## src/rtl/sd_cmd_engine.sv

```systemverilog
`timescale 1ns/1ps
module sd_cmd_engine #(
  parameter int RSP_WINDOW = 64,
  parameter int INIT_SHIFT = 4,
  parameter int TOUT_SHIFT = 4
) (
  input  logic        clk,
  input  logic        rst_n,
  input  logic        reg_we,
  input  logic [5:0]  reg_addr,
  input  logic [31:0] reg_wdata,
  output logic [31:0] reg_rdata,
  output logic        cmd_out,
  output logic        cmd_oe,
  input  logic        cmd_in,
  input  logic        dat0_in,
  output logic        sd_clk_en,
  output logic        irq
);

  localparam int WIN_W  = $clog2(RSP_WINDOW) + 1;
  localparam int TOUT_W = 7 + TOUT_SHIFT;
  localparam int INIT_W = 4 + INIT_SHIFT;
  localparam int MAX_A  = (WIN_W > TOUT_W) ? WIN_W : TOUT_W;
  localparam int CNT_W  = ((MAX_A > INIT_W) ? MAX_A : INIT_W) + 1;

  typedef enum logic [2:0] {S_IDLE, S_TX, S_WAIT, S_RX, S_BUSY, S_INIT} state_t;

  state_t             st_q;
  logic [31:0]        en_q, ctl_q, arg_q;
  logic [5:0]         idx_q;
  logic [31:0]        rsp_q [5];
  logic               te_q, ie_q, crc_err_q, nrsp_q, tout_q;
  logic [7:0]         pos_q;
  logic [CNT_W-1:0]   cnt_q;
  logic [6:0]         crc_q;
  logic [39:0]        sh_q;
  logic [135:0]       rx_q;

  function automatic logic [6:0] crc_step(input logic [6:0] c, input logic b);
    return {c[5:0], 1'b0} ^ ((c[6] ^ b) ? 7'h09 : 7'h00);
  endfunction

  logic [3:0] mode;
  logic       long_rsp, busy, wr_ctl, start_ok, mode_ok, crc_feed;
  logic [7:0] last_idx, crc_lo, crc_hi, rx_idx;
  logic [135:0] rx_next;
  logic [CNT_W-1:0] init_lim, tout_lim;

  assign mode      = ctl_q[3:0];
  assign long_rsp  = (mode == 4'd2);
  assign last_idx  = long_rsp ? 8'd135 : 8'd47;
  assign crc_lo    = long_rsp ? 8'd8   : 8'd0;
  assign crc_hi    = long_rsp ? 8'd128 : 8'd40;
  assign busy      = (st_q != S_IDLE);
  assign wr_ctl    = reg_we && (reg_addr == 6'h04);
  assign mode_ok   = (reg_wdata[3:0] <= 4'd5) || (reg_wdata[3:0] == 4'd8);
  assign start_ok  = wr_ctl && !busy && reg_wdata[7] && mode_ok;
  assign rx_idx    = (st_q == S_WAIT) ? 8'd0 : pos_q;
  assign crc_feed  = (rx_idx >= crc_lo) && (rx_idx < crc_hi);
  assign rx_next   = {rx_q[134:0], cmd_in};
  assign init_lim  = CNT_W'(ctl_q[11:8]) << INIT_SHIFT;
  assign tout_lim  = CNT_W'(ctl_q[30:24]) << TOUT_SHIFT;

  assign cmd_oe    = (st_q == S_TX);
  assign cmd_out   = !cmd_oe ? 1'b1 :
                     (pos_q < 8'd40) ? sh_q[39] :
                     (pos_q < 8'd47) ? crc_q[6] : 1'b1;
  assign sd_clk_en = busy;
  assign irq       = te_q & ie_q;

  always_comb begin
    case (reg_addr)
      6'h00:   reg_rdata = en_q;
      6'h04:   reg_rdata = {ctl_q[31:8], busy, ctl_q[6:0]};
      6'h08: begin
        reg_rdata     = '0;
        reg_rdata[15] = tout_q;
        reg_rdata[6]  = ie_q;
        reg_rdata[5]  = te_q;
        reg_rdata[4]  = nrsp_q;
        reg_rdata[0]  = crc_err_q;
      end
      6'h0C:   reg_rdata = {26'b0, idx_q};
      6'h10:   reg_rdata = arg_q;
      6'h14:   reg_rdata = rsp_q[0];
      6'h18:   reg_rdata = rsp_q[1];
      6'h1C:   reg_rdata = rsp_q[2];
      6'h20:   reg_rdata = rsp_q[3];
      6'h24:   reg_rdata = rsp_q[4];
      default: reg_rdata = '0;
    endcase
  end

  always_ff @(posedge clk or negedge rst_n) begin
    if (!rst_n) begin
      st_q <= S_IDLE;
      en_q <= '0; ctl_q <= '0; arg_q <= '0; idx_q <= '0;
      for (int i = 0; i < 5; i++) rsp_q[i] <= '0;
      te_q <= 1'b0; ie_q <= 1'b0; crc_err_q <= 1'b0; nrsp_q <= 1'b0; tout_q <= 1'b0;
      pos_q <= '0; cnt_q <= '0; crc_q <= '0; sh_q <= '0; rx_q <= '0;
    end else begin
      if (reg_we) begin
        case (reg_addr)
          6'h00: en_q <= reg_wdata;
          6'h04: if (!busy) ctl_q <= reg_wdata & ~32'h80;
          6'h08: begin
            ie_q <= reg_wdata[6];
            if (reg_wdata[5]) te_q <= 1'b0;
          end
          6'h0C: idx_q <= reg_wdata[5:0];
          6'h10: arg_q <= reg_wdata;
          default: ;
        endcase
      end

      if (start_ok) begin
        crc_err_q <= 1'b0; nrsp_q <= 1'b0; tout_q <= 1'b0;
        pos_q <= '0; cnt_q <= '0; crc_q <= '0; rx_q <= '0;
        sh_q  <= {2'b01, idx_q, arg_q};
        st_q  <= (reg_wdata[3:0] == 4'd8) ? S_INIT : S_TX;
      end

      case (st_q)
        S_TX: begin
          pos_q <= pos_q + 8'd1;
          if (pos_q < 8'd40) begin
            crc_q <= crc_step(crc_q, sh_q[39]);
            sh_q  <= {sh_q[38:0], 1'b0};
          end else begin
            crc_q <= {crc_q[5:0], 1'b0};
          end
          if (pos_q == 8'd47) begin
            if (mode == 4'd0) begin
              te_q <= 1'b1; st_q <= S_IDLE;
            end else begin
              st_q <= S_WAIT; cnt_q <= '0; crc_q <= '0;
            end
          end
        end
        S_WAIT: begin
          if (!cmd_in) begin
            st_q  <= S_RX;
            pos_q <= 8'd1;
            rx_q  <= rx_next;
            if (crc_feed) crc_q <= crc_step(crc_q, cmd_in);
          end else if (cnt_q == CNT_W'(RSP_WINDOW - 1)) begin
            nrsp_q <= 1'b1; te_q <= 1'b1; st_q <= S_IDLE;
          end else begin
            cnt_q <= cnt_q + CNT_W'(1);
          end
        end
        S_RX: begin
          rx_q  <= rx_next;
          pos_q <= pos_q + 8'd1;
          if (crc_feed) crc_q <= crc_step(crc_q, cmd_in);
          if (pos_q == last_idx) begin
            crc_err_q <= (crc_q != rx_next[7:1]);
            rsp_q[0] <= rx_next[31:0];
            if (long_rsp) begin
              rsp_q[1] <= rx_next[63:32];
              rsp_q[2] <= rx_next[95:64];
              rsp_q[3] <= rx_next[127:96];
              rsp_q[4] <= {24'b0, rx_next[135:128]};
            end else begin
              rsp_q[1] <= {16'b0, rx_next[47:32]};
            end
            if (mode == 4'd3) begin
              st_q <= S_BUSY; cnt_q <= '0;
            end else begin
              te_q <= 1'b1; st_q <= S_IDLE;
            end
          end
        end
        S_BUSY: begin
          if (dat0_in) begin
            te_q <= 1'b1; st_q <= S_IDLE;
          end else if (ctl_q[31] && cnt_q == tout_lim) begin
            tout_q <= 1'b1; te_q <= 1'b1; st_q <= S_IDLE;
          end else begin
            cnt_q <= cnt_q + CNT_W'(1);
          end
        end
        S_INIT: begin
          if (cnt_q + CNT_W'(1) >= init_lim) begin
            te_q <= 1'b1; st_q <= S_IDLE;
          end else begin
            cnt_q <= cnt_q + CNT_W'(1);
          end
        end
        default: ;
      endcase
    end
  end

endmodule

```

## config.mk

```make
export PLATFORM = sky130hd
export DESIGN_NAME = sd_cmd_engine
export DESIGN_NICKNAME = d
export VERILOG_FILES = /design/src/rtl/sd_cmd_engine.sv
export SDC_FILE = /design/constraint.sdc
export NUM_CORES = 1
export LEC_CHECK = 0
export ABC_AREA = 1
export ABC_CLOCK_PERIOD_IN_PS = 3220
export BUFFER_PORTS_ARGS = -buffer_cell sky130_fd_sc_hd__buf_2
export CAP_MARGIN = 40
export CORE_MARGIN = 3
export CORE_UTILIZATION = 57
export DETAILED_ROUTE_END_ITERATION = 12
export PLACE_DENSITY = 0.77
export SLEW_MARGIN = 20
export SYNTH_ARGS = -nofsm -noshare
export SYNTH_HDL_FRONTEND = slang
export SYNTH_SLANG_ARGS = --single-unit
```

## constraint.sdc

```tcl
create_clock -name clk -period 3.22 [get_ports clk]
set_input_delay 0.644 -clock clk [delete_from_list [all_inputs] [get_ports clk]]
set_output_delay 0.644 -clock clk [all_outputs]
set_load 0.005 [all_outputs]
```

[Word-level counts from Yosys, hierarchy flattened]
Index checks and enable logic that the tools add are counted.
Word-level totals
  word-level logic and storage cells: 149
  input port bits: 43
  register bits: 448
Operators by class
  bitwise gates (word level): 6
  order comparisons: 6
  equal/unequal tests: 22
  $add $sub $neg: 2
  reduce and logical (&&, ||, !) cells: 19
  mux-type cells: 74
Operators with widths (count)
  32-bit case mux with 10 select lines: 1
  136-bit two-way mux: 2
  136-bit case mux with 2 select lines: 1
  12-bit two-way mux: 10
  40-bit two-way mux: 3
  12-bit case mux with 5 select lines: 1
  7-bit two-way mux: 6
  8-bit two-way mux: 5
  32-bit two-way mux: 1
  3-bit two-way mux: 10
  1-bit two-way mux: 26
  6-bit by 5-bit equality test with 1-bit output (second input constant): 4
  7-bit case mux with 3 select lines: 1
  8-bit by 6-bit < comparator with 1-bit output (second input constant): 2
  8-bit case mux with 2 select lines: 1
  3-bit case mux with 5 select lines: 1
  7-bit by 4-bit XOR with 7-bit output: 2
  12-bit by 1-bit adder with 12-bit output (second input constant): 1
  12-bit by 11-bit equality test with 1-bit output: 1
  12-bit by 6-bit equality test with 1-bit output (second input constant): 1
  6-bit by 4-bit equality test with 1-bit output (second input constant): 2
  6-bit equality test (second input constant): 2
  12-bit by 8-bit >= comparator with 1-bit output: 1
  4-bit two-way mux: 3
  27 further kinds: 41

[Depth between registers and ports, before layout]
Gate-level depths: netlist of the first run.
  word-level depth: 9
  depth in mapped cells: 18
  gate-level depth less buffers: 18

[Least setup slack after synthesis of the first run]
OpenSTA, ideal clock, no wires.
  path kind: input to output
  start point: input reg_addr[1]
  end point: output reg_rdata[19]
  arrival: 1907 ps
  stages: 8
  path buffers: 1
  setup slack: 669 ps
  cells stage by stage: nor2_1 -> inv_1 -> nor3_1 -> nand2_1 -> clkinv_1 -> buf_1 -> a22oi_1 -> nand3_1
On the way
  cells in the longest elaborated chain, start to end: 2
  elaborated cells on any way between the ends: 11
  classes of those cells: 9 x eq/ne; 1 x mux; 1 x reduce/logical
Ends and longest elaborated chain
  from (decl): RTL line 10  | input logic [5:0] reg_addr,
  6-bit equality test (tied with other cells): RTL line 73  | case (reg_addr)
  32-bit case mux with 10 select lines (*): RTL line 73
  to (decl): RTL line 12  | output logic [31:0] reg_rdata,
Every way passes the cells marked *; elsewhere a longest branch is shown, timed or not.

[Worst setup path in the final report of the first run]
  start point: input reg_addr[1]
  end point: output reg_rdata[30]
Same word-level chain as after synthesis.

==> run metrics, run 1 <==
wire length on met2 24500 um; DIE HEIGHT 190 um; synth cell count leaders 447 x dfrtp_1, 441 x nand2_1, 288 x inv_1, 204 x o21ai_0, 167 x nor2_1; Ports 79; final worst-path cycle share 0.960; Final Max Tran Viols 0; average routed wire per standard cell 19.3 um; RR Startpoint cnt_q[1]; WP data required ~2.6 ns; share of cells above drive strength 1 0.0981; Area contributors post-synth dfrtp_1 58%, nand2_1 8.6%, inv_1 5.6%; first-pass GRT wire length between 80000 and 90000 um; final antenna-violating net count 0; final WL 52300 um; wire length on met1 approximately 23000 um; LEAKAGE around 11 nW; Hold Path Class in2async; relative slew slack 0.493; Iter 0 DRT Violations around 1.5k; Setup Crit Path Kind in2out; largest net degree at the start of global routing between 100 and 150; Final Non-Filler Cells approximately 2.7k; RSZ-0062 raised after global routing false; Worst setup EP type output port; TritonCTS Buffers between 40 and 50; Max Cap Violations 0; clk_lat worst skew 0.57 ns; Vias/cell ~6; Yosys reg bits roughly 450; Worst Skew about 0.019 ns; count of cell types in the netlist 38; VDD IR max approximately 0.00049 V; CTS tree yes; die boundary width about 190 um; die area between 30000 and 40000 um^2; starting density of the core 0.587; fmax between 300 and 400 MHz; met3 WL about 3900 um; Synth Net Count about 2.2k; Final Net Count around 2.3k; initial antenna violation count 0; n_diodes 0; critical path arrival around 2.5 ns; reg2reg end cnt_q[10]; Area Overhead vs Synth 14.1%; gpl congestion 0.930; final setup margin 0.130 ns; Yosys warnings 0; Yosys top cell area share 0.579; clock-pin slew on the worst setup and hold paths approximately 0.060 ns; placed wire-length estimate 34700 um; Root Buffer clkbuf_16; asr flop ratio synth 1.00; cell count after synthesis between 2k and 2.5k; TNS Setup 0 ns; clk buf depth 3; Residual DRC 0; clk sinks 447; vias between 15k and 20k; Hold-fix buffers, CTS 0; num rows 66; Total Routing Usage GR 0.294; top layer in use met4; Final Hold Viols 0; status finished clean; vias in the first global route 15.7k; worst r2r path cells 17; number of synthesized flops with an enable pin 0; placed insts about 2.6k; ys flop type dfrtp_1; CP max FO 32; Final min period a little over 3 ns; pwr/cell area around 550 nW/um^2; count leader, synth dfrtp_1; register area share after synthesis 0.579; Port Buf Inserts 78; reg2reg setup slack about 0.26 ns; Mean Syn Cell Area 8.92 um^2; pre-CTS WS between 0.015 and 0.02 ns; # setup viols final 0; total grt overflow 0; Clock H-tree levels 2; post-synth top area cell dfrtp_1; DRT Pass-1 Iters 5; worst-margin pin slew 0.757 ns; CP startpoint kind input port; core area 32900 um^2; Syn Std Cell Area between 15000 and 20000 um^2
metal layers:
layer	global-route usage	up-vias
met2	0.460	582
met5	0	-
met3	0.0470	102
met4	0.0807	0
li1	-	7364
met1	0.431	7921
state kept, by name, indices dropped and copies added, names as in the netlist, 3 cells and up:
name / cells
rsp_q: 136
rx_q: 135
sh_q: 40
arg_q: 32
en_q: 32
ctl_q: 31
cnt_q: 12
pos_q: 8
crc_q: 7
idx_q: 6
st_q: 3
area by class of cell:
type                       count  area (um^2)
sequential                   447        11200
fill                        2588        10900
multi-input combinational   1314         6600
clock inverter                19          272
tap                          442          553
timing repair buffer         124          996
clock buffer                  66         1350
inverter                     292         1100
worst max-delay path, stage by stage:
cell and delay, ns:
buf_2 0.08, nor2_1 0.08, inv_1 0.14, nor2_1 0.08
nand2_1 0.11, buf_12 0.21, nor2_1 0.06, a221oi_1 0.49
o2111ai_2 0.31, buf_2 0.22
cells in the final DEF, fill, tap and decap left out, types with 2 or more instances in the layout:
cell,instances
a22oi_1,49
a31oi_1,38
inv_1,288
inv_2,2
nand2_1,438
bufinv_16,5
clkbuf_1,8
o22ai_1,156
clkinvlp_4,4
nand3_2,2
o32ai_1,2
o211ai_1,5
o21ai_0,204
xor2_1,7
buf_2,77
clkbuf_16,46
nand4_1,21
dfrtp_1,447
nor2_1,164
clkinv_2,8
clkbuf_8,12
o2111ai_1,8
nor2_2,4
ha_1,11
nand2_2,5
buf_12,20
buf_4,26
o21ai_1,8
nor2_4,2
a221oi_1,34
a21oi_1,65
nand3_1,67
nor3_1,12
worst max path at each step:
stage	slack, ns	depth (start not counted)	from	end
floorplan	0.67	8	reg_addr[1]	reg_rdata[19]
global placement	0.07	10	reg_addr[1]	reg_rdata[19]
detailed placement	0.02	10	reg_addr[1]	reg_rdata[22]
CTS	0.0008	9	reg_addr[1]	reg_rdata[12]
global route	0.002	17	cnt_q[1]	cnt_q[7]
finish	0.13	10	reg_addr[1]	reg_rdata[30]
cells by family (layout without fill, tap and decap cells):
family	Yosys count	count (layout)	synth area share
flops	447	447	0.579
compound gates	574	574	0.177
fa+ha+maj	11	11	0.00712
xor+xnor	8	8	0.00362
buf+inv	406	501	0.0822
simple gates	721	721	0.151
what timing repair did:
item / CTS / global route
hold endpoints to repair: 0 / 0
buffers inserted: 0 / 2
resized for setup: 0 / 2
endpoints found under the setup margin: 0 / 24
power by group:
part	switching [mW]	total (mW)	internal, mW
combinational	0.351	0.514	0.163
clock	2.27	5.60	3.34
sequential	0.147	5.97	5.83
metrics by stage:
step,area (um^2),util,total power [mW],hold WS (ns)
final,22100,0.669,12.1,0.0923
after detailed placement,20400,0.619,6.58,0.469
after global routing,22100,0.669,12.5,0.131
after floorplan,19300,-,6.26,0.348
after CTS,22000,0.668,12.2,0.126
after global placement,20400,0.619,6.55,0.463
Power figures use the tool's default switching activity.
==> run 2: changes to the inputs <==
--- a/config.mk
+++ b/config.mk
@@ -6,7 +6,6 @@
 export NUM_CORES = 1
 export LEC_CHECK = 0
 export ABC_AREA = 1
-export ABC_CLOCK_PERIOD_IN_PS = 3220
 export BUFFER_PORTS_ARGS = -buffer_cell sky130_fd_sc_hd__buf_2
 export CAP_MARGIN = 40
 export CORE_MARGIN = 3
==> constraint.sdc (replaced) <==
create_clock -name clk -period 3.2 [get_ports clk]
set_input_delay 0.64 -clock clk [delete_from_list [all_inputs] [get_ports clk]]
set_output_delay 0.64 -clock clk [all_outputs]
set_load 0.005 [all_outputs]
==> run 2 against run 1 <==
  * Sequential share of layout area is 0.38 points higher
  * Die area stayed put
  * Critical path depth did not move
  * Final cell count shrank 0.26%
  * Final area shrank 0.74%
  * Sequential power up 0.7%
  * Count of clock-buffer cells in the layout decreased by 3
  * Worst hold slack worse by 0.014 ns
  * Combinational power is essentially flat
  * Clock skew fell by 0.0052 ns
  * Non-clock buffer count decreased by 2
  * Worst setup slack better by 0.0053 ns
  * Largest cell class unchanged
==> run metrics, run 2 (synthesis gave the netlist of run 1 again) <==
final antenna-violating net count 0 (unchanged); gpl congestion 0.927 (-0.33%); Port Buf Inserts 78 (unchanged); TritonCTS Buffers 46 (unchanged); reg2reg setup slack 0.29 ns (+0.03 ns); LEAKAGE 10.8 nW (-0.72%); sequential power share 0.510 (+0.016); Hold Path Class in2async; fmax 326 MHz; starting density of the core 0.587 (unchanged); switch share 0.231 (+0.00241); sw power 2.73 mW (-1.5%); Clock H-tree levels 2 (unchanged); CP max FO 32 (unchanged); Critical Path Most Common Cell nor2_1; Area Overhead vs Synth 13.2%; clk_lat worst skew 0.56 ns (about the same); Vias/cell 5.94 (+0.64%); pwr/cell area 539 nW/um^2 (-1.8%); CP startpoint kind input port; first-pass GRT wire length 84100 um (-0.41%); WP data required 2.56 ns (-0.02 ns); die boundary width 190 um (unchanged); DIE HEIGHT 190 um (unchanged); most frequent cells in the layout 447 x dfrtp_1, 437 x nand2_1, 288 x inv_1; Multi-input gate area 6610 um^2 (+0.19%); Filler cells 2606 (+0.70%); Ports 79 (unchanged); # setup viols final 0 (unchanged); Worst setup EP type output port; vias 16.0k (+0.38%); Most flops, register rsp_q; Max Cap Violations 0 (unchanged); Residual DRC 0 (unchanged); Final Net Count 2277 (-0.088%); DRT Pass-1 Iters 5 (unchanged); Reg area 11200 um^2 (unchanged); Total Routing Usage GR 0.292 (-0.00152); max reg flops 136 (unchanged); clock-pin slew on the worst setup and hold paths 0.06 ns (about the same); vias in the first global route 15.6k (-0.36%); Largest regs rsp_q (136), rx_q (135), sh_q (40); critical path arrival 2.42 ns (-0.03 ns); critical path, cell by cell buf_2 > nor2_1 > inv_1 > nor2_1 > nand2_1 > buf_12 > nor2_1 > a221oi_1 > o2111ai_1 > buf_2; placed wire-length estimate 34700 um (+0.19%); Final Max Tran Viols 0 (unchanged); Setup Crit Path Kind in2out; TNS Setup 0 ns (unchanged); status finished clean; commonest non-fill, non-tap cell in the layout dfrtp_1; Clock power frac 0.447 (-0.016); VDD IR max 0.000473 V (-4.4%); core area 32900 um^2 (unchanged); Root Buffer clkbuf_16; Final Hold Viols 0 (unchanged); Iter 0 DRT Violations 1599 (+8.6%); max incr delay on CP 0.51 ns (+0.02 ns); average routed wire per standard cell 19.5 um (+0.92%); Final min period between 3 and 4 ns; Worst Skew 0.0135 ns (-0.00517 ns); RSZ-0062 raised after global routing false; worst-margin pin slew 0.821 ns (+0.0641 ns); initial antenna violation count 1 (+1); Hold-fix buffers, CTS 0 (unchanged); combinational power share 0.044 (about the same); clk buf depth 3 (unchanged); Util after Layout 0.664 (-0.00494); largest net degree at the start of global routing 129 (unchanged); n_diodes 0 (unchanged); CTS tree yes; share of cells above drive strength 1 0.0962 (-0.00191); total grt overflow 0 (unchanged); clk sinks 447 (unchanged); Pint 9.06 mW (-2.8%); num rows 66 (unchanged); final worst-path cycle share 0.958; relative slew slack 0.451 (-0.0429); die area 36200 um^2 (unchanged); CP max-delay cell a221oi_1; final WL 52700 um (+0.66%)
-- run 2: final timing paths --
path,start,endpoint,cells after the start
worst max register to register,cnt_q[1],cnt_q[10],16
max in group asynchronous,rst_n,rx_q[20],2
min in group clk,dat0_in,tout_q,2
worst min-delay path,rst_n,crc_q[1],1
worst min register to register,rx_q[44],rsp_q[109],2
worst max-delay path,reg_addr[1],reg_rdata[17],10
-- run 2: stage by stage --
stage               total power [mW]  worst slack [ns]  instances  hold WS (ns)  area [um^2]
global route                    12.2            0.0285       2697         0.139        21900
detailed placement              6.62            0.0259       2616         0.465        20400
global placement                6.59            0.0602       2616         0.464        20400
finish                          11.8             0.135       2697        0.0780        21900
floorplan                       6.30             0.657       2167         0.344        19300
CTS                             11.8            0.0214       2696         0.127        21800
-- run 2: worst max-delay path: cells and delay by family --
| family | cells | cell delay (ns) |
|---|---|---|
| buf+inv | 4 | 0.63 |
| compound gates | 2 | 0.79 |
| simple gates | 4 | 0.33 |
-- run 2: layout make-up --
type | count | area share
multi-input cells | 1314 | 0.302
flip-flops and latches | 447 | 0.511
inverters | 292 | 0.0502
clock inverters | 17 | 0.00760
clock buffers | 63 | 0.0601
well taps | 442 | 0.0253
repair buffers | 122 | 0.0437
-- run 2: routing by layer --
layer | vias to the layer above | global-route usage | share of wire
li1 | 7357 | - | -
met1 | 7937 | 0.420 | 0.42
met2 | 635 | 0.454 | 0.46
met3 | 99 | 0.0617 | 0.088
met4 | 2 | 0.0838 | 0.026
met5 | - | 0 | 0.00025
-- run 2: power by group through the flow --
stage                     registers, mW  logic [mW]  clock network (mW)
after floorplan                    6.05       0.253                   0
after global placement             6.10       0.491                   0
after detailed placement           6.10       0.514                   0
after CTS                          6.01       0.519                5.31
after global routing               6.03       0.587                5.54
final                              6.01       0.515                5.26
-- run 2: timing repair --
action | in CTS | in global routing
endpoints found under the setup margin | 0 | 29
setup buffers | 0 | 1
resized for setup | 0 | 5
